`src/rtl/modepin_irq_front.sv`:
```
module modepin_irq_front #(
  parameter int N = 2
) (
  input  logic         clk,
  input  logic         rst_n,
  input  logic [N-1:0] pin_n,
  input  logic [N-1:0] edge_sel,
  input  logic [N-1:0] irq_ack,
  input  logic         mode_we,
  input  logic [N-1:0] mode_wdata,
  output logic [N-1:0] boot_mode,
  output logic [N-1:0] irq_req
);

  logic [N-1:0] sync_a, sync_b, hist, pend;
  logic         live;
  logic [N-1:0] fell;

  always_ff @(posedge clk) begin
    sync_a <= pin_n;
    sync_b <= sync_a;
    hist   <= sync_b;
  end

  assign fell = {N{live}} & hist & ~sync_b;

  always_ff @(posedge clk) begin
    if (!rst_n) begin
      live      <= 1'b0;
      pend      <= '0;
      boot_mode <= sync_b;
    end else begin
      live <= 1'b1;
      pend <= edge_sel & (fell | (pend & ~irq_ack));
      if (mode_we) boot_mode <= mode_wdata;
    end
  end

  assign irq_req = (edge_sel & pend) | (~edge_sel & ~sync_b & {N{live}});

endmodule

```
`config.mk`:
```
export PLATFORM = sky130hd
export DESIGN_NAME = modepin_irq_front
export DESIGN_NICKNAME = d
export VERILOG_FILES = /design/src/rtl/modepin_irq_front.sv
export SDC_FILE = /design/constraint.sdc
export NUM_CORES = 1
export LEC_CHECK = 0
export BUFFER_PORTS_ARGS = -buffer_cell sky130_fd_sc_hd__buf_4
export CAP_MARGIN = 20
export CORE_AREA = 10 10 47 49
export DETAILED_ROUTE_END_ITERATION = 16
export DIE_AREA = 0 0 57 59
export HOLD_SLACK_MARGIN = 0.02
export PLACE_DENSITY_LB_ADDON = 0.08
export SKIP_CTS_REPAIR_TIMING = 1
export SLEW_MARGIN = 40
export SYNTH_ARGS = -nofsm -noshare
export SYNTH_HDL_FRONTEND = slang
export SYNTH_SLANG_ARGS = --single-unit
```
`constraint.sdc`:
```
create_clock -name clk -period 2.5 [get_ports clk]
set_input_delay 0 -clock clk [delete_from_list [all_inputs] [get_ports clk]]
set_output_delay 0 -clock clk [all_outputs]
set_load 0.03 [all_outputs]
```
== Yosys cells after proc, flatten, opt, wreduce, memory -nomap -nowiden ==
Index checks and enable logic that the tools add are counted.

* Flip-flop bits (word level): 11
* Bits of input ports: 11
* Output and inout bits: 4
* Logic and storage cells: 22

* Eq/ne operators: 1
* Muxes and demuxes: 3
* Bitwise gates (word level): 12

{| class="wikitable"
|+ Operator list
! cell !! number
|-
| 2-bit bitwise AND || 7
|-
| 2-bit NOT || 3
|-
| 2-bit two-way mux || 2
|-
| 2-bit bitwise OR || 2
|-
| 2-bit by 1-bit != test with 1-bit output (second input constant) || 1
|-
| 1-bit two-way mux || 1
|}

== Longest topological paths before layout ==
* Depth after elaboration: 4
* Mapped depth: 2
* Gate-level depth less buffers: 2

== Worst setup path after synthesis ==
No wires, ideal clock.

* Path type: register to output
* Start: reg sync_b[0]
* End: out irq_req[0]
* Arrival time: 1,104 ps
* Required time: 2,500 ps
* Slack: 1,396 ps
* Stages on the path, launching flop included: 3
* Buffers on the path: 0
* Cell sequence: dfxtp_1 nand2b_1 o21ai_0

* Word-level cells in the longest chain between the ends: 4

{| class="wikitable"
|+ Ends and longest elaborated chain
! item !! RTL line !! RTL
|-
| start, declared || 15 || <nowiki>logic [N-1:0] sync_a, sync_b, hist, pend;</nowiki>
|-
| start signal, assigned || 21 || <nowiki>sync_b <= sync_a;</nowiki>
|-
| 2-bit NOT || 39 || <nowiki>assign irq_req = (edge_sel & pend) | (~edge_sel & ~sync_b & {N{live}});</nowiki>
|-
| 2-bit bitwise AND (2 in series) || 39 ||
|-
| 2-bit bitwise OR || 39 ||
|-
| end, declared || 12 || <nowiki>output logic [N-1:0] irq_req</nowiki>
|}

No other way between the ends.

== Final worst setup path ==
* Start: reg sync_b[1]
* End: reg pend[1]

* Word-level cells in the longest chain between the ends: 4

{| class="wikitable"
|+ Ends and longest elaborated chain
! item !! RTL line !! RTL
|-
| 2-bit NOT || 25 || <nowiki>assign fell = {N{live}} & hist & ~sync_b;</nowiki>
|-
| 2-bit bitwise AND || 25 ||
|-
| 2-bit bitwise OR || 34 || <nowiki>pend <= edge_sel & (fell | (pend & ~irq_ack));</nowiki>
|-
| 2-bit bitwise AND || 34 ||
|-
| end signal, assigned || 34 ||
|-
| end, declared || 15 ||
|}

No other way between the ends.
A chain may end at the register's enable or synchronous reset.

==> metrics <==
Seq/Total Area, Yosys=0.698; TritonRoute pass-1 iters=2; antenna-violating nets left=0; crit share post-route=0.479; Total Wirelength=between 700 and 800 um; NumNets Final=66; area leader, netlist=dfxtp_1; FP Rows=14; Final Util=0.411; met2 Usage GRT=0.0620; core area=between 1000 and 1500 um^2; synthesized area=around 340 um^2; Cells after Synth=28; Final Setup Violations=0; Clk pwr share=0.325; final total power=0.356 mW; CP endpoint kind=flop; met3 usage=0.0408; Synth top area share=0.524; Hold Crit Class=in2reg; combinational family with the most area after synthesis=simple AND/OR/NAND/NOR gates; root buffer cell=clkbuf_4; top post-synthesis cells by area=dfxtp_1, edfxtp_1, nand2b_1; buffer depth of the longest clock path=2; largest net degree at the start of global routing=7; DRC errors left=0; GRT busiest layer=met2; vias in the first global route=between 200 and 300; Initial DRC Count=5; simple logic cell fraction of the synthesized area=0.178; commonest cells after routing, fill and taps aside=buf_4, dfxtp_1, dlygate4sd3_1; CTS H-tree lvls=1; P_sw=approximately 0.077 mW; Synth Area per Inst=~12 um^2; Post-Layout Cell Count=70; synth-to-layout area growth=67.3%; setup TNS=0 ns; GRT Resource Usage Total=0.0456; maximum clock rate=0.836 GHz; R2R depth=3; worst path required time=2.71 ns; PwrDens=roughly 620 nW/um^2; most common cell after layout, fill and taps aside=buf_4; Routability Congestion=~0.60; worst slew pin tran=0.150 ns; met1 Usage GRT=0.0410; library cells used by synthesis=8; maxcap violations=0; RSZ-0062 raised after global routing=no; Die Area=roughly 3400 um^2; PortBufs=14; design area=576 um^2; Post-Route Skew=0.00149 ns; crit path max fanout=4; CTS Buf Count=3; clk_lat worst skew=0.26 ns; CTS tree=built; Initial Util=0.246; clk sinks=11; Die Y=59 um; Sw Share=0.216; flops & latches, synth=11; combinational share of power=0.129; status=finished, final reports clean; post-synthesis compound-gate area fraction=0.0582; # IOs=15; gr ovfl total=0; crit path time final=~1.2 ns; Max Slew Vio Count=0; Horiz. Die Dim=57 um; Final Hold Viols=0; DR WL/cell=around 10 um; Worst-path clk slew=approximately 0.07 ns; Inst Count DP=between 50 and 60; crit path DAT=1.40 ns; maximum vdd ir drop=between 0.0002 and 0.00025 V; Flop pwr share=0.546; global-route wire length before repair=1160 um; final worst-path setup slack=1.30 ns; area share of fa/ha/maj cells after synthesis=0; initial antenna violation count=0; via-per-instance ratio=roughly 4; total nets after synthesis=39; Hold Crit Depth=2; hold slack=approximately 0.025 ns; xor and xnor fraction of the mapped netlist area=0; Max-slew headroom=0.899; Leakage=around 0.25 nW; critical path class=reg2reg; yosys warns=0; share of layout cells above drive strength 1=0.315; mux contribution to synthesized area=0.0655; Internal Power=roughly 0.28 mW; Placement Setup Slack=around 1.7 ns; critical path launch point type=flop; Post-DP Area=between 400 and 500 um^2; # diodes=0; via count=280
## cells in the mapped netlist (all sizes together)
| cell type | n |
|---|---|
| dfxtp | 9 |
| nand2b | 5 |
| nand2 | 4 |
| a21oi | 2 |
| edfxtp | 2 |
| mux2 | 2 |
| nand3b | 2 |
| o21ai | 2 |
## cell families (layout without fill, tap and decap cells)
logic type	after synthesis	in the layout
buffers and inverters	0	26
AND/OR/NAND/NOR	11	11
AO/OA/AOI/OAI	4	4
flip-flops	11	11
multiplexers	2	2
## worst max-delay path, cell delays in order (launching register included)
cell	delay [ns]
dfxtp_1	0.33
nand3b_1	0.15
a21oi_1	0.12
dlygate4sd3_1	0.55
## metal layers
layer	up-vias	wire length (um)
li1	145	-
met1	122	334
met2	11	294
met3	2	74
met4	0	6
met5	-	0
## power by group through the flow
stage	clock network (mW)	registers [mW]	logic, mW
2_1_floorplan	0	0.204	0.0106
3_3_place_gp	0	0.198	0.0382
3_5_place_dp	0	0.199	0.0383
4_1_cts	0.123	0.195	0.0384
5_1_grt	0.134	0.196	0.0499
6_report	0.116	0.194	0.0459
## area by class of cell
| cell class | instances | area (um^2) |
|---|---|---|
| Sequential cell | 11 | 240 |
| Fill cell | 149 | 826 |
| Timing Repair Buffer | 22 | 185 |
| Multi-Input combinational cell | 17 | 104 |
| Clock buffer | 4 | 26.3 |
| Tap cell | 16 | 20.0 |
## state kept, by name, indices dropped and copies added (netlist names)
register   cells
hist           2
live           1
boot_mode      2
sync_a         2
pend           2
sync_b         2
## path summary, 6_finish.rpt
| check | start | endpoint | slack (ns) |
|---|---|---|---|
| setup / recovery | sync_b[1]$_DFF_P_ | pend[1]$_SDFF_PN0_ | 1.30 |
| hold / removal | mode_wdata[1] | boot_mode[1]$_DFFE_PP_ | 0.03 |
| setup reg to reg | sync_b[1]$_DFF_P_ | pend[1]$_SDFF_PN0_ | 1.30 |
| hold reg to reg | sync_a[0]$_DFF_P_ | sync_b[0]$_DFF_P_ | 0.33 |
Note: power is estimated with default switching activity, not from simulation.
